--- config.mk ---
export PLATFORM = sky130hd
export DESIGN_NAME = ssSequencer
export DESIGN_NICKNAME = d
export VERILOG_FILES = /design/src/rtl/ssPkg.sv /design/src/rtl/ssControl.sv /design/src/rtl/ssRampPath.sv /design/src/rtl/ssSequencer.sv
export SDC_FILE = /design/constraint.sdc
export NUM_CORES = 1
export LEC_CHECK = 0
export BUFFER_PORTS_ARGS = -buffer_cell sky130_fd_sc_hd__buf_2
export CORE_UTILIZATION = 50
export CTS_BUF_LIST = sky130_fd_sc_hd__clkbuf_8
export DETAILED_ROUTE_END_ITERATION = 7
export PLACE_DENSITY = 0.77
export SYNTH_ARGS = -nofsm -noshare
export SYNTH_HDL_FRONTEND = slang
export SYNTH_SLANG_ARGS = --single-unit
--- constraint.sdc ---
create_clock -name clk -period 4.6 [get_ports clk]
set_input_delay 0.92 -clock clk [delete_from_list [all_inputs] [get_ports clk]]
set_output_delay 0.92 -clock clk [all_outputs]
set_load 0.005 [all_outputs]
--- src/rtl/ssPkg.sv ---
package ssPkg;

  typedef enum logic [2:0] {
    SS_IDLE     = 3'd0,
    SS_DELAY    = 3'd1,
    SS_RAMP     = 3'd2,
    SS_SHUTWAIT = 3'd3,
    SS_SHUT     = 3'd4,
    SS_FAULT    = 3'd5
  } ssState_t;

  // control -> ramp path strobes, decoded from the current state
  typedef struct packed {
    logic clearAll;  // reference, offset and counters to zero
    logic arm;       // reference zero, offset loaded, counters zero
    logic run;       // advance the ramp by one switching cycle
  } ssStrobe_t;

  function automatic logic isNoLoadCode(input logic [5:0] code);
    return (code == 6'b111111) || (code == 6'b111110);
  endfunction

endpackage

--- src/rtl/ssControl.sv ---
module ssControl
  import ssPkg::*;
#(
  parameter int DELAY_CYCLES    = 64,
  parameter int SHUTWAIT_CYCLES = 2
) (
  input  logic      clk,
  input  logic      rstN,
  input  logic      enCmpOk,
  input  logic      enLogic,
  input  logic [5:0] vidCode,
  input  logic      refAtOutput,
  input  logic      ovDetect,
  input  logic      atTarget,
  output ssStrobe_t strobe,
  output logic      pwmDrive,
  output logic      ovLevelShutdown,
  output logic      ovLatched,
  output logic      softStartDone
);

  localparam int DW = (DELAY_CYCLES > 1) ? $clog2(DELAY_CYCLES) : 1;
  localparam int SW = (SHUTWAIT_CYCLES > 1) ? $clog2(SHUTWAIT_CYCLES) : 1;
  localparam logic [DW-1:0] DELAY_LAST = DW'(DELAY_CYCLES - 1);
  localparam logic [SW-1:0] SHUT_LAST  = SW'(SHUTWAIT_CYCLES - 1);

  ssState_t stateQ, stateNext;
  logic [DW-1:0] delayCnt;
  logic [SW-1:0] waitCnt;
  logic pwmQ, pwmNext;
  logic ovLatchedQ;
  logic bothEn, noLoad;

  assign bothEn = enCmpOk & enLogic;
  assign noLoad = isNoLoadCode(vidCode);

  always_comb begin
    stateNext = stateQ;
    if (ovLatchedQ || ovDetect) begin
      stateNext = SS_FAULT;
    end else if (!bothEn) begin
      stateNext = SS_IDLE;
    end else if (noLoad && stateQ != SS_SHUTWAIT && stateQ != SS_SHUT) begin
      stateNext = SS_SHUTWAIT;
    end else begin
      unique case (stateQ)
        SS_IDLE:     stateNext = SS_DELAY;
        SS_DELAY:    if (delayCnt == DELAY_LAST) stateNext = SS_RAMP;
        SS_RAMP:     stateNext = SS_RAMP;
        SS_SHUTWAIT: if (waitCnt == SHUT_LAST) stateNext = SS_SHUT;
        SS_SHUT:     if (!noLoad) stateNext = SS_DELAY;
        SS_FAULT:    stateNext = SS_FAULT;
        default:     stateNext = SS_IDLE;
      endcase
    end
  end

  // PWM leaves high impedance only once the ramp meets the output
  always_comb begin
    unique case (stateNext)
      SS_RAMP:     pwmNext = pwmQ | ((stateQ == SS_RAMP) & refAtOutput);
      SS_SHUTWAIT: pwmNext = pwmQ;
      default:     pwmNext = 1'b0;
    endcase
  end

  always_ff @(posedge clk or negedge rstN) begin
    if (!rstN) begin
      stateQ     <= SS_IDLE;
      delayCnt   <= '0;
      waitCnt    <= '0;
      pwmQ       <= 1'b0;
      ovLatchedQ <= 1'b0;
    end else begin
      stateQ   <= stateNext;
      delayCnt <= (stateQ == SS_DELAY && stateNext == SS_DELAY) ? delayCnt + 1'b1 : '0;
      waitCnt  <= (stateQ == SS_SHUTWAIT && stateNext == SS_SHUTWAIT) ? waitCnt + 1'b1 : '0;
      pwmQ     <= pwmNext;
      if (ovDetect) ovLatchedQ <= 1'b1;
    end
  end

  always_comb begin
    strobe.clearAll = (stateQ == SS_IDLE) || (stateQ == SS_SHUT) || (stateQ == SS_FAULT);
    strobe.arm      = (stateQ == SS_DELAY);
    strobe.run      = (stateQ == SS_RAMP);
  end

  assign pwmDrive        = pwmQ;
  assign ovLevelShutdown = (stateQ == SS_SHUT) || (stateQ == SS_FAULT);
  assign ovLatched       = ovLatchedQ;
  assign softStartDone   = (stateQ == SS_RAMP) && atTarget;

  // PWM is driven only while ramping or waiting out a no-load code
  p_pwm_only_in_ramp_r8: assert property (@(posedge clk) disable iff (!rstN)
    pwmQ |-> (stateQ == SS_RAMP || stateQ == SS_SHUTWAIT));

  // the overvoltage flag never clears without reset
  p_ov_sticky_r10: assert property (@(posedge clk) disable iff (!rstN)
    ovLatchedQ |=> ovLatchedQ);

  // a latched fault keeps PWM off
  p_ov_blocks_pwm_r10: assert property (@(posedge clk) disable iff (!rstN)
    ovLatchedQ |-> !pwmQ);

  // losing an enable returns to idle on the next edge
  p_enable_drop_idle_r11: assert property (@(posedge clk) disable iff (!rstN)
    (!bothEn && !ovLatchedQ && !ovDetect) |=> (stateQ == SS_IDLE));

  // the shutdown threshold is reached only through the wait state
  p_shut_after_wait_r9: assert property (@(posedge clk) disable iff (!rstN)
    ($rose(ovLevelShutdown) && !ovLatchedQ) |-> ($past(stateQ) == SS_SHUTWAIT));

endmodule

--- src/rtl/ssRampPath.sv ---
module ssRampPath
  import ssPkg::*;
#(
  parameter int TW            = 8,
  parameter int OFFSET_INIT   = 8,
  parameter int PHASE1_CYCLES = 640,
  parameter int STEP1_PERIOD  = 32,
  parameter int STEP1_SIZE    = 2,
  parameter int STEP2_PERIOD  = 16
) (
  input  logic          clk,
  input  logic          rstN,
  input  ssStrobe_t     strobe,
  input  logic [TW-1:0] targetCode,
  output logic [TW-1:0] refCode,
  output logic [$clog2(OFFSET_INIT+1)-1:0] senseOffset,
  output logic          atTarget
);

  localparam int S1B          = $clog2(STEP1_PERIOD);
  localparam int S2B          = $clog2(STEP2_PERIOD);
  localparam int RCW          = TW + S2B + 2;
  localparam int OW           = $clog2(OFFSET_INIT + 1);
  localparam int OFF_INTERVAL = PHASE1_CYCLES / OFFSET_INIT;
  localparam int OCW          = $clog2(OFF_INTERVAL);
  localparam logic [RCW-1:0] P1_END   = RCW'(PHASE1_CYCLES);
  localparam logic [OCW-1:0] OFF_LAST = OCW'(OFF_INTERVAL - 1);
  localparam logic [OW-1:0]  OFF_LOAD = OW'(OFFSET_INIT);

  logic [RCW-1:0] rampCnt;
  logic [OCW-1:0] offCnt;
  logic [TW-1:0]  refQ;
  logic [OW-1:0]  offQ;
  logic           phaseOne, stepTick;
  logic [TW:0]    stepSum;
  logic [TW-1:0]  refStepped;

  assign phaseOne = rampCnt < P1_END;
  assign stepTick = phaseOne ? (rampCnt[S1B-1:0] == '1) : (rampCnt[S2B-1:0] == '1);
  assign stepSum  = {1'b0, refQ} + (TW+1)'(phaseOne ? STEP1_SIZE : 1);
  assign refStepped = (stepSum > {1'b0, targetCode}) ? targetCode : stepSum[TW-1:0];
  assign atTarget = (refQ == targetCode);

  always_ff @(posedge clk or negedge rstN) begin
    if (!rstN) begin
      rampCnt <= '0;
      offCnt  <= '0;
      refQ    <= '0;
      offQ    <= '0;
    end else if (strobe.clearAll) begin
      rampCnt <= '0;
      offCnt  <= '0;
      refQ    <= '0;
      offQ    <= '0;
    end else if (strobe.arm) begin
      rampCnt <= '0;
      offCnt  <= '0;
      refQ    <= '0;
      offQ    <= OFF_LOAD;
    end else if (strobe.run) begin
      if (rampCnt != '1) rampCnt <= rampCnt + 1'b1;
      if (stepTick && !atTarget) refQ <= refStepped;
      if (offQ != '0) begin
        if (offCnt == OFF_LAST) begin
          offCnt <= '0;
          offQ   <= offQ - 1'b1;
        end else begin
          offCnt <= offCnt + 1'b1;
        end
      end
    end
  end

  assign refCode     = refQ;
  assign senseOffset = offQ;

  // the reference never passes the target (target held during a run)
  p_ref_capped_r6: assert property (@(posedge clk) disable iff (!rstN)
    refQ <= targetCode);

  // ramping never lowers the reference and moves it by at most one large step
  p_ramp_monotone_r4: assert property (@(posedge clk) disable iff (!rstN)
    strobe.run |=> (refQ >= $past(refQ)) && ((refQ - $past(refQ)) <= TW'(STEP1_SIZE)));

  // the sense offset only decays while ramping
  p_offset_decays_r7: assert property (@(posedge clk) disable iff (!rstN)
    strobe.run |=> (offQ <= $past(offQ)));

endmodule

--- src/rtl/ssSequencer.sv ---
module ssSequencer
  import ssPkg::*;
#(
  parameter int TW              = 8,
  parameter int DELAY_CYCLES    = 64,
  parameter int SHUTWAIT_CYCLES = 2,
  parameter int OFFSET_INIT     = 8,
  parameter int PHASE1_CYCLES   = 640,
  parameter int STEP1_PERIOD    = 32,
  parameter int STEP1_SIZE      = 2,
  parameter int STEP2_PERIOD    = 16
) (
  input  logic          clk,
  input  logic          rstN,
  input  logic          enCmpOk,
  input  logic          enLogic,
  input  logic [5:0]    vidCode,
  input  logic [TW-1:0] targetCode,
  input  logic          refAtOutput,
  input  logic          ovDetect,
  output logic [TW-1:0] refCode,
  output logic [$clog2(OFFSET_INIT+1)-1:0] senseOffset,
  output logic          pwmDrive,
  output logic          ovLevelShutdown,
  output logic          ovLatched,
  output logic          softStartDone
);

  ssStrobe_t strobe;
  logic      atTarget;

  ssControl #(
    .DELAY_CYCLES   (DELAY_CYCLES),
    .SHUTWAIT_CYCLES(SHUTWAIT_CYCLES)
  ) u_control (
    .clk            (clk),
    .rstN           (rstN),
    .enCmpOk        (enCmpOk),
    .enLogic        (enLogic),
    .vidCode        (vidCode),
    .refAtOutput    (refAtOutput),
    .ovDetect       (ovDetect),
    .atTarget       (atTarget),
    .strobe         (strobe),
    .pwmDrive       (pwmDrive),
    .ovLevelShutdown(ovLevelShutdown),
    .ovLatched      (ovLatched),
    .softStartDone  (softStartDone)
  );

  ssRampPath #(
    .TW           (TW),
    .OFFSET_INIT  (OFFSET_INIT),
    .PHASE1_CYCLES(PHASE1_CYCLES),
    .STEP1_PERIOD (STEP1_PERIOD),
    .STEP1_SIZE   (STEP1_SIZE),
    .STEP2_PERIOD (STEP2_PERIOD)
  ) u_rampPath (
    .clk        (clk),
    .rstN       (rstN),
    .strobe     (strobe),
    .targetCode (targetCode),
    .refCode    (refCode),
    .senseOffset(senseOffset),
    .atTarget   (atTarget)
  );

endmodule

* Word-level counts from Yosys, hierarchy flattened
Cells that the tools add are included.
Widths: inputs -> output; s select.
** Word-level totals
- Output and inout bits :: 16
- Input port bits :: 20
- Flip-flop bits (word level) :: 45
- Logic and storage cells :: 92
** Cells by class
- Bitwise operators :: 3
- $lt $le $gt $ge :: 2
- Equal/unequal tests :: 18
- Mux-type cells :: 31
- Reductions and logical operators :: 23
- Add/subtract/negate cells :: 6
** Operator list (count)
- $mux 14 :: 4
- $mux 8 :: 5
- $mux 7 :: 5
- $mux 4 :: 5
- $eq 6x6->1 const B :: 3
- $mux 3 :: 6
- $pmux 3 s6 :: 1
- $reduce_bool 3->1 :: 5
- $add 14x1->14 const B :: 1
- $lt 14x10->1 const B :: 1
- $ne 14x14->1 const B :: 1
- $eq 3x2->1 const B :: 4
- $add 8x9->9 :: 1
- $gt 9x8->1 :: 1
- $eq 8x8->1 :: 1
- $add 7x1->7 const B :: 1
- $eq 7x7->1 const B :: 1
- $add 6x1->6 const B :: 1
- $eq 3x1->1 const B :: 2
- $eq 3x3->1 const B :: 2
- $logic_and 1x1->1 :: 6
- $mux 6 :: 1
- $reduce_and 2->1 :: 3
- $eq 5x5->1 const B :: 1
- 15 further kinds :: 21

* Logic depth before layout (Yosys ltp)
Gate-level depths: netlist of run 1.
- Depth in word-level cells :: 10
- Depth in mapped cells :: 16
- Depth with buffers taken out :: 15

* Cells and area by module
From an unflattened synthesis of run 1, not the netlist that was laid out.
** Second synthesis, totals
- Cells, all modules :: 332
- Area, all modules :: 3005.4 um^2
** Modules (own cells, without submodules)
- ssRampPath :: area each 2344.7 um^2, cells an instance 265, instances 1, seq. area each 825.8 um^2
- ssControl :: area each 660.6 um^2, cells an instance 67, instances 1, seq. area each 300.3 um^2

* Least setup slack after synthesis of run 1
No wires, ideal clock.
- Kind :: register to register
- Start :: reg u_rampPath.rampCnt[10]
- End :: reg u_rampPath.refQ[5] (netlist: u_rampPath.refCode[5])
- Arrival :: 3.353 ns
- Library setup time :: 0.082 ns
- Clock period less this slack :: 3.435 ns
- Slack :: 1.165 ns
- Buffers on the path :: 1
- Stages on the path, launching flop included :: 16
- Data required time :: 4.518 ns
- Cell sequence :: dfrtp_1 -> nor4_2 -> nand2_1 -> ha_1 -> fa_1 -> nand3_1 -> or2_2 -> xnor2_1 -> ha_1 -> nand4_1 -> or3_1 -> a21oi_1 -> nor2_1 -> buf_2 -> o32a_1 -> o22ai_1
** On the way
- Longest elaborated chain between the ends :: 9
- Elaborated cells on any way between the ends :: 13
- Classes of those cells :: add/sub (1); order compare (2); mux (7); reduce/logical (3)
** RTL lines
- from (decl) :: RTL line ssRampPath.sv:30 : logic [RCW-1:0] rampCnt;
- from (signal assigned) :: RTL line ssRampPath.sv:61 : if (rampCnt != '1) rampCnt <= rampCnt + 1'b1;
- $lt 14x10->1 (*) :: RTL line ssRampPath.sv:38 : assign phaseOne = rampCnt < P1_END;
- $mux 2 :: RTL line ssRampPath.sv:40 : assign stepSum = {1'b0, refQ} + (TW+1)'(phaseOne ? STEP1_SIZE : 1);
- $add 8x9->9 :: RTL line ssRampPath.sv:40
- $gt 9x8->1 :: RTL line ssRampPath.sv:41 : assign refStepped = (stepSum > {1'b0, targetCode}) ? targetCode : stepSum[TW-1:0];
- $mux 8 :: RTL line ssRampPath.sv:41
- $mux 8 :: RTL line ssRampPath.sv:62 : if (stepTick && !atTarget) refQ <= refStepped;
- $mux 8 :: RTL line ssRampPath.sv:60 : end else if (strobe.run) begin
- $mux 8 :: RTL line ssRampPath.sv:55 : end else if (strobe.arm) begin
- $mux 8 :: RTL line ssRampPath.sv:50 : end else if (strobe.clearAll) begin
- to (signal assigned) :: RTL line ssRampPath.sv:62
- to (decl) :: RTL line ssRampPath.sv:32 : logic [TW-1:0] refQ;
Every way passes the cells marked *; elsewhere a longest branch is shown, timed or not. The select of a mux whose other input is x is not followed.
A chain may end at the register's enable or synchronous reset.

* Worst setup path after layout of run 1
- Start :: reg u_rampPath.rampCnt[10]
- End :: reg u_rampPath.refQ[3] (netlist: u_rampPath.refCode[3])
Same word-level chain as after synthesis.

==> results.cfg, run 1 <==
[clock_network]
ctsHoldBuffers = 0
clk_pin_slew_ps = 80
clock-root-buffer = clkbuf_8
insertion_delay_ps = 300
clock_tree_buf_depth = 2
cts_setup_buffers = 0
number_of_buffers_added_by_the_clock_tree_synthesis_step = 5
cts_tree = built
cts_resized = 0
htree_num_levels = 2
cts.sink_count = 45

[power_and_ir_drop]
power.sequential.fraction_pct = 59.4
share_clk_of_total_power_pct = 36.0
powerDensity_nw_per_um2 = 207.4
irDropWorstVdd_v = 0.0001704
power.switching_mw = 0.1541
comb_power_share_pct = 4.6
internal_power_mw = 0.5114
sw_frac_of_total_pct = 23.16
leakage_nw = 1.515

[worst_setup_path]
critical_path.max_fanout = 12
critPathArrivalTime_ps = 4180
critical_path.max_stage_delay_ps = 500
worst-r2r-cell-count = 14
critical_path.most_common_cell = ha_1
cpLargestDelayFamily = simple AND/OR/NAND/NOR gates
timing.critical_path.cells = nor4_2 > nand2_1 > ha_1 > fa_1 > nand3_1 > or2_2 > xnor2_1 > ha_1 > nand4_1 > o32ai_1 > a21oi_1 > nor2_2 > mux2i_1 > o22ai_1
rr_endpoint = u_rampPath.refCode[3]
timing.setup.critical_path_class = reg -> reg
worst-endpoint-required_ps = 4770
ff2ff_setup_slack_ps = 590
cp_slowest_cell = nor2_2
critical_path_buf_inv_count = 0
critPathLaunch = u_rampPath.rampCnt[10]
startpoint_type = flip-flop
cp-end-kind = flip-flop
critical_path.reg2reg.startpoint = u_rampPath.rampCnt[10]

[detailed_routing]
drt_pass1_iterations = 4
wire_per_inst_um = 13.62
postRouteAntennaNets = 0
drc = 0
wl_um = 5654
routed-via-count = 2267
vias_per_cell = 5.463
detail_route.iter0.violations = 147

[global_routing]
gr-total-overflow = 0
grt_max_degree = 46
grt_first_pass_wirelength_um = 9894
grtUsageTotal_pct = 20.12
number_of_global_route_vias_before_repair = 2309
grt_antenna_before_repair = 0

[placed_design]
input_output_buffers = 34
dp_hpwl_um = 4078
placed_cells_incl_taps = 407
place.gp.congestion = 0.8406

[sta]
final_max_slew_viol_count = 0
timing.final.crit_share_pct = 87.15
grt_setup_unrepaired = no
fmax_mhz = 249.5
relSlewSlack_pct = 30.73
final.min_clock_period_ps = 4009
final.setup.tns_ps = 0
finClkSkew_ps = 9.940
hold_viol_final = 0
setup_viol = 0
max_slew.worst_pin.slew_ps = 1026

[logic_synthesis]
synthesis.instances = 314
synthDistinctLibCells = 59
synth-adder-area-share_pct = 7.094
fraction_of_synthesis_flops_using_an_asynchronous_set_or_reset_pin_pct = 100.0
synth_enable_flop_cells = 0
ys_flop_type = dfrtp_1
synthSimpleGateAreaFrac_pct = 23.38
synth_top_family_by_area = simple AND/OR/NAND/NOR gates
synthesis.area_sq_um = 2928
postSynthNetCount = 350
synth.mux.area_fraction_pct = 2.735
seq_area_frac_synth_pct = 38.46
synth-seq-cells = 45
synth_compound_area_share_pct = 12.78
syn-mean-instance-area_sq_um = 9.324
synth-xor-area-share_pct = 10.47
yosys_warnings = 0

[cells_and_area]
mostFrequentLayoutCell = dfrtp_1
final_layout_size_suffix_gt1_share_pct = 16.03
most_frequent_cells_in_the_layout = dfrtp_1 (45), buf_2 (34), nand2_1 (33)
final-seq-area_sq_um = 1126
stdcell_count = 415
diode_count = 0
multiInputGateArea_sq_um = 1655
growth_of_design_area_from_synthesis_to_finish_pct = 9.573
nNetsFinal = 378
fillerInstances = 490

[job]
timing.max_cap.violations = 0

[die]
effective_utilization_at_floorplan_pct = 52.53
die_height_um = 78.52
number_of_standard_cell_rows_in_the_floorplan = 27
dieArea_sq_um = 6165
total_i_o_pin_count = 36
placeableCoreArea_sq_um = 5574
fp.dieW_um = 78.52

[hold_path]
holdCritPathClass = reg -> reg
hold_path_end = u_control.delayCnt[0]
timing.hold.worst_path_depth = 1
worstHoldStart = u_control.delayCnt[0]

[status]
result_of_the_run = finished clean
[worst max path at each step]
stage / slack, ps / cells past startpoint / end
finish: 590 / 14 / u_rampPath.refCode[3]
global route: 260 / 14 / u_rampPath.refCode[2]
CTS: 350 / 14 / u_rampPath.refCode[2]
detailed placement: 400 / 14 / u_rampPath.refCode[2]
global placement: 460 / 14 / u_rampPath.refCode[5]
floorplan: 1160 / 15 / u_rampPath.refCode[5]
[area by class of cell]
type / count / area share [%]
Tap cell: 72 / 2.808
Clock inverter: 3 / 0.5850
Timing Repair Buffer: 34 / 5.304
Clock buffer: 5 / 2.145
Sequential cell: 45 / 35.10
Multi-Input combinational cell: 235 / 51.60
Inverter: 21 / 2.457
[logic make-up after synthesis]
kind of cell	count (synthesis)
flops	45
simple gates	126
buf+inv	34
mux	8
fa+ha+maj	16
xor+xnor	35
compound gates	50
[state kept, by name, summed over array words and instances, names as in the netlist]
register,flops
u_control.delayCnt,6
u_control.ovLatched,1
u_control.pwmDrive,1
u_control.stateQ,3
u_control.waitCnt,1
u_rampPath.offCnt,7
u_rampPath.rampCnt,14
u_rampPath.refCode,8
u_rampPath.senseOffset,4
[synth_stat cells, types with 3 or more instances]
cell,count,area (sq um)
xnor2_1,11,96.34
o22ai_1,3,18.77
nand2b_1,3,18.77
clkbuf_1,3,11.26
inv_1,21,78.83
mux2i_1,8,80.08
o21ai_0,15,75.07
and3_1,10,62.56
buf_2,6,30.03
nor3_1,3,15.01
a21oi_1,5,25.02
nand2_1,33,123.9
ha_1,15,187.7
nor2_1,17,63.81
or3_1,3,18.77
and2_1,8,50.05
xor2_1,24,210.2
nor2b_1,11,68.82
nand4_1,6,37.54
nand3_1,15,75.07
dfrtp_1,45,1126
a31oi_1,3,18.77
or4_1,3,22.52
[through the flow]
stage,power [mW],hold WS [ps],utilization (%),instance area (sq um),setup WS (ps)
6_report,0.6655,458.8,57.55,3208,591.3
5_1_grt,0.6977,508.9,57.55,3208,261.9
4_1_cts,0.6749,462.7,57.51,3206,348.5
3_5_place_dp,0.4342,450.4,55.94,3118,398.3
3_3_place_gp,0.4339,446.6,55.94,3118,457.1
2_1_floorplan,0.4142,431.3,-,2928,1165
[power groups by stage]
stage	registers, mW	logic (mW)	clock network, mW
floorplan	0.403	0.0111	0
global route	0.395	0.0353	0.267
global placement	0.403	0.0308	0
finish	0.395	0.0308	0.239
CTS	0.395	0.0316	0.248
detailed placement	0.403	0.0311	0
[per-layer routing]
metal / GRT usage, % / part of all wire [%]
met2: 32.96 / 45
met1: 26.13 / 50
met5: 0 / 0
met3: 3.953 / 3.4
met4: 7.593 / 1.8
No activity file was read; power rests on OpenSTA's default activity.
==> run 2: changes to the inputs <==
--- a/config.mk
+++ b/config.mk
@@ -5,10 +5,11 @@
 export SDC_FILE = /design/constraint.sdc
 export NUM_CORES = 1
 export LEC_CHECK = 0
-export BUFFER_PORTS_ARGS = -buffer_cell sky130_fd_sc_hd__buf_2
+export BUFFER_PORTS_ARGS = -buffer_cell sky130_fd_sc_hd__buf_4
 export CORE_UTILIZATION = 50
 export CTS_BUF_LIST = sky130_fd_sc_hd__clkbuf_8
 export DETAILED_ROUTE_END_ITERATION = 7
+export GPL_TIMING_DRIVEN = 0
 export PLACE_DENSITY = 0.77
 export SYNTH_ARGS = -nofsm -noshare
 export SYNTH_HDL_FRONTEND = slang
==> run 2 against run 1 <==
  * Final area increased by 6.2%
  * Critical path type unchanged
  * Sequential share of layout area decreased by 2.0 points
  * Largest power group unchanged
  * Count of clock-buffer cells in the layout unchanged
  * Routed wire length increased by 7.1%
  * Non-clock buffer count increased by 13
  * Largest cell class unchanged
  * Critical endpoint is now u_rampPath.refCode[5]
  * Flip-flop and latch count unchanged
  * Clock power increased by 49%
==> results.cfg, run 2 (synthesized netlist as in run 1, its figures left out) <==
[detailed_routing]
detail_route.iter0.violations = 147
vias_per_cell = 5.512
drc = 0
wl_um = 6056
postRouteAntennaNets = 0
routed-via-count = 2359
wire_per_inst_um = 14.15
drt_pass1_iterations = 6

[power_and_ir_drop]
irDropWorstVdd_v = 0.0001807
power.sequential.fraction_pct = 50.2
comb_power_share_pct = 4.5
leakage_nw = 1.608
sw_frac_of_total_pct = 20.34
power.switching_mw = 0.1601
powerDensity_nw_per_um2 = 230.9
tot_pwr_mw = 0.7868
internal_power_mw = 0.6267
share_clk_of_total_power_pct = 45.3

[clock_network]
number_of_buffers_added_by_the_clock_tree_synthesis_step = 5
cts_setup_buffers = 0
cts_tree = built
htree_num_levels = 2
clk_pin_slew_ps = 90
insertion_delay_ps = 300
clock_tree_buf_depth = 2
ctsHoldBuffers = 0
cts_resized = 0
clock-root-buffer = clkbuf_8
cts.sink_count = 45

[sta]
fmax_mhz = 250.2
finClkSkew_ps = 11.23
grt_setup_unrepaired = no
timing.final.crit_share_pct = 86.89
hold_viol_final = 0
max_slew.worst_pin.slew_ps = 974.0
postLayoutSetupSlackWorst_ps = 603.3
final_max_slew_viol_count = 0
final.setup.tns_ps = 0
final.min_clock_period_ps = 3997
relSlewSlack_pct = 34.24
setup_viol = 0

[worst_setup_path]
cp-end-kind = flip-flop
startpoint_type = flip-flop
worst-endpoint-required_ps = 4820
critical_path.max_fanout = 10
critPathArrivalTime_ps = 4220
timing.setup.critical_path_class = reg -> reg

[hold_path]
holdCritPathClass = reg -> reg

[status]
result_of_the_run = finished clean

[cells_and_area]
stdcell_count = 428
final_layout_size_suffix_gt1_share_pct = 18.26
growth_of_design_area_from_synthesis_to_finish_pct = 16.37
fillerInstances = 472
most_frequent_cells_in_the_layout = dfrtp_1 (45), buf_4 (35), nand2_1 (33)
top_register = u_rampPath.rampCnt
mostFrequentLayoutCell = dfrtp_1
nNetsFinal = 391
final_core_utilization_pct = 61.12
diode_count = 0
largest_register_ff_count = 14

[die]
dieArea_sq_um = 6165
number_of_standard_cell_rows_in_the_floorplan = 27
fp.dieW_um = 78.52
placeableCoreArea_sq_um = 5574
die_height_um = 78.52
effective_utilization_at_floorplan_pct = 52.53
total_i_o_pin_count = 36

[placed_design]
placement.setup.worst_slack_ps = 701.6
placed_cells_incl_taps = 420
place.gp.congestion = 0.8452
input_output_buffers = 34
dp_hpwl_um = 4452

[global_routing]
grt_first_pass_wirelength_um = 10450
number_of_global_route_vias_before_repair = 2328
grt_antenna_before_repair = 0
grt_max_degree = 46
gr-total-overflow = 0
grtUsageTotal_pct = 21.63

[job]
timing.max_cap.violations = 0
run 2: cell count changes in the layout (fill, tap and decap cells not counted), sizes merged:
| cell | change |
|---|---|
| inv | -1 |
| clkinv | +1 |
| bufinv | +2 |
| clkbuf | +5 |
| buf | +8 |
| clkinvlp | -2 |
run 2: critical path: stages, from the launching register on:
cell     delay [ps]
dfrtp_1         430
nor4_2          370
nand2_1         130
ha_1            230
fa_1            430
nand3_1         200
or2_2           180
xnor2_1          60
ha_1            310
nand4_1         160
or3_1           410
a21oi_1         320
nor2_1          120
buf_2           230
o32a_1          200
o22ai_1         140
run 2: per-stage QoR:
stage	instance area, sq um	hold slack [ps]
6_report	3407	461.1
5_1_grt	3407	487.5
4_1_cts	3407	466.2
3_5_place_dp	3273	454.4
3_3_place_gp	3273	445.8
2_1_floorplan	2928	431.3
run 2: cell type report:
| cell class | count | area, sq um | share of cell area (%) |
|---|---|---|---|
| Multi-Input combinational cell | 235 | 1653 | 48.51 |
| Sequential cell | 45 | 1126 | 33.05 |
| Timing Repair Buffer | 34 | 255.2 | 7.492 |
| Tap cell | 72 | 90.09 | 2.644 |
| Inverter | 21 | 78.83 | 2.314 |
| Buffer | 13 | 70.07 | 2.057 |
| Clock buffer | 5 | 68.82 | 2.020 |
| Clock inverter | 3 | 65.06 | 1.910 |
run 2: final timing paths:
check / slack (ps) / start / end / cells past startpoint
min in group asynchronous: 600 / rstN / u_control.delayCnt[1] / 1
setup / recovery: 600 / u_rampPath.rampCnt[11] / u_rampPath.refCode[5] / 15
hold / removal: 460 / u_control.delayCnt[0] / u_control.delayCnt[0] / 1
setup reg to reg: 600 / u_rampPath.rampCnt[11] / u_rampPath.refCode[5] / 15
hold reg to reg: 460 / u_control.delayCnt[0] / u_control.delayCnt[0] / 1
max in group asynchronous: 3610 / rstN / u_rampPath.offCnt[5] / 1
run 2: power groups by stage:
stage | Clock [mW] | Combinational (mW) | Sequential, mW
6_report | 0.357 | 0.0351 | 0.395
3_3_place_gp | 0 | 0.0349 | 0.403
3_5_place_dp | 0 | 0.0355 | 0.403
5_1_grt | 0.378 | 0.0401 | 0.395
2_1_floorplan | 0 | 0.0111 | 0.403
4_1_cts | 0.365 | 0.0359 | 0.395
run 2: layer usage:
layer | routed length, um | global-route usage (%) | vias up | part of all wire (%)
met2 | 2885 | 35.91 | 53 | 48
met1 | 2830 | 28.16 | 1126 | 47
met4 | 78 | 7.222 | 0 | 1.3
li1 | - | - | 1168 | -
met3 | 261 | 4.070 | 12 | 4.3
met5 | 0 | 0 | - | 0
==> run 3: changes to the inputs <==
--- a/config.mk
+++ b/config.mk
@@ -11,6 +11,7 @@
 export DETAILED_ROUTE_END_ITERATION = 7
 export GPL_TIMING_DRIVEN = 0
 export PLACE_DENSITY = 0.77
+export REMOVE_ABC_BUFFERS = 1
 export SYNTH_ARGS = -nofsm -noshare
 export SYNTH_HDL_FRONTEND = slang
 export SYNTH_SLANG_ARGS = --single-unit
==> run 3 against run 2 <==
  * Die area unchanged
  * Largest power group unchanged
  * Register-to-register slack worse by 210 ps
  * Critical path depth down 1
  * Combinational power about the same
  * Largest cell class unchanged
  * Power down 4.9%
==> results.cfg, run 3 (synthesized netlist as in run 1, its figures left out) <==
[status]
result_of_the_run = finished clean

[global_routing]
number_of_global_route_vias_before_repair = 2278
grtUsageTotal_pct = 20.91
grt_first_pass_wirelength_um = 10230
gr-total-overflow = 0
grt_antenna_before_repair = 0
grt_max_degree = 46

[cells_and_area]
multiInputGateArea_sq_um = 1653
diode_count = 0
nNetsFinal = 378
final-seq-area_sq_um = 1126
mostFrequentLayoutCell = dfrtp_1
growth_of_design_area_from_synthesis_to_finish_pct = 13.42
final_layout_size_suffix_gt1_share_pct = 16.03
largest_register_ff_count = 14
postLayoutCellArea_sq_um = 3321
most_frequent_cells_in_the_layout = dfrtp_1 (45), buf_4 (34), nand2_1 (33)
fillerInstances = 497
top_register = u_rampPath.rampCnt

[placed_design]
place.gp.congestion = 0.8842
input_output_buffers = 34
place_area_sq_um = 3203
dp_hpwl_um = 4250
placement.setup.worst_slack_ps = 410.3

[sta]
final.min_clock_period_ps = 4205
postLayoutSetupSlackWorst_ps = 395.1
finClkSkew_ps = 7.241
final.setup.tns_ps = 0
finalHoldWorstSlack_ps = 487.9
final_max_slew_viol_count = 0
setup_viol = 0
fmax_mhz = 237.8
timing.final.crit_share_pct = 91.41
relSlewSlack_pct = 34.73
grt_setup_unrepaired = no
max_slew.worst_pin.slew_ps = 966.8
hold_viol_final = 0

[worst_setup_path]
critical_path.max_stage_delay_ps = 710
timing.setup.critical_path_class = reg -> reg
cp_slowest_cell = nor2_1
critical_path.most_common_cell = ha_1
cpLargestDelayFamily = simple AND/OR/NAND/NOR gates
timing.critical_path.cells = nor4_2 > nand2_1 > ha_1 > fa_1 > nand3_1 > or2_2 > xnor2_1 > ha_1 > a211oi_1 > o221a_2 > a21oi_1 > nor2_1 > mux2i_1 > o21ai_0
critical_path_buf_inv_count = 0
cp-end-kind = flip-flop
critical_path.max_fanout = 12
critPathArrivalTime_ps = 4390
startpoint_type = flip-flop
worst-endpoint-required_ps = 4790

[power_and_ir_drop]
power.switching_mw = 0.1715
irDropWorstVdd_v = 0.0001517
power.sequential.fraction_pct = 52.8
sw_frac_of_total_pct = 22.93
powerDensity_nw_per_um2 = 225.3
leakage_nw = 1.546
internal_power_mw = 0.5766
comb_power_share_pct = 4.7
tot_pwr_mw = 0.7481
share_clk_of_total_power_pct = 42.5

[clock_network]
ctsHoldBuffers = 0
clock-root-buffer = clkbuf_8
cts_tree = built
cts.sink_count = 45
number_of_buffers_added_by_the_clock_tree_synthesis_step = 5
clk_pin_slew_ps = 100
cts_setup_buffers = 0
clock_tree_buf_depth = 2
cts_resized = 0
insertion_delay_ps = 310
htree_num_levels = 2

[detailed_routing]
drc = 0
routed-via-count = 2329
detail_route.iter0.violations = 111
wire_per_inst_um = 14.29
wl_um = 5932
postRouteAntennaNets = 0
vias_per_cell = 5.612
drt_pass1_iterations = 4

[die]
placeableCoreArea_sq_um = 5574
effective_utilization_at_floorplan_pct = 52.53
die_height_um = 78.52
dieArea_sq_um = 6165
number_of_standard_cell_rows_in_the_floorplan = 27
fp.dieW_um = 78.52
total_i_o_pin_count = 36

[hold_path]
holdCritPathClass = reg -> reg

[job]
timing.max_cap.violations = 0
==> run 3: layout make-up <==
type	count	area share, %
multi-input combinational	235	49.77
sequential	45	33.91
timing repair buffer	34	7.687
tap	72	2.713
inverter	21	2.374
clock buffer	5	2.072
clock inverter	3	1.469
==> run 3: through the flow <==
stage | instances | util, %
after floorplan | 301 | -
after global placement | 407 | 57.46
after detailed placement | 407 | 57.46
after CTS | 415 | 59.57
after global routing | 415 | 59.57
final | 415 | 59.57
==> run 3: power groups by stage <==
stage | logic, mW | clock network, mW | registers, mW
6_report | 0.0349 | 0.318 | 0.395
3_5_place_dp | 0.0355 | 0 | 0.403
2_1_floorplan | 0.0110 | 0 | 0.403
5_1_grt | 0.0391 | 0.340 | 0.395
3_3_place_gp | 0.0347 | 0 | 0.403
4_1_cts | 0.0357 | 0.327 | 0.395
==> run 3: final timing paths <==
check / start / to / slack [ps] / depth (start not counted)
min: u_control.delayCnt[0] / u_control.delayCnt[0] / 490 / 1
max: u_rampPath.rampCnt[11] / u_rampPath.refCode[7] / 400 / 14
min reg2reg: u_control.delayCnt[0] / u_control.delayCnt[0] / 490 / 1
max in group asynchronous: rstN / u_rampPath.refCode[2] / 3600 / 1
max reg2reg: u_rampPath.rampCnt[11] / u_rampPath.refCode[7] / 400 / 14
min in group asynchronous: rstN / u_control.delayCnt[5] / 600 / 1
==> run 3: metal layers <==
layer / global-route usage (%) / vias up / wire, um
li1: - / 1149 / -
met1: 27.10 / 1117 / 2767
met2: 35.83 / 55 / 2875
met3: 3.488 / 8 / 235
met4: 5.556 / 0 / 54
met5: 0 / - / 0
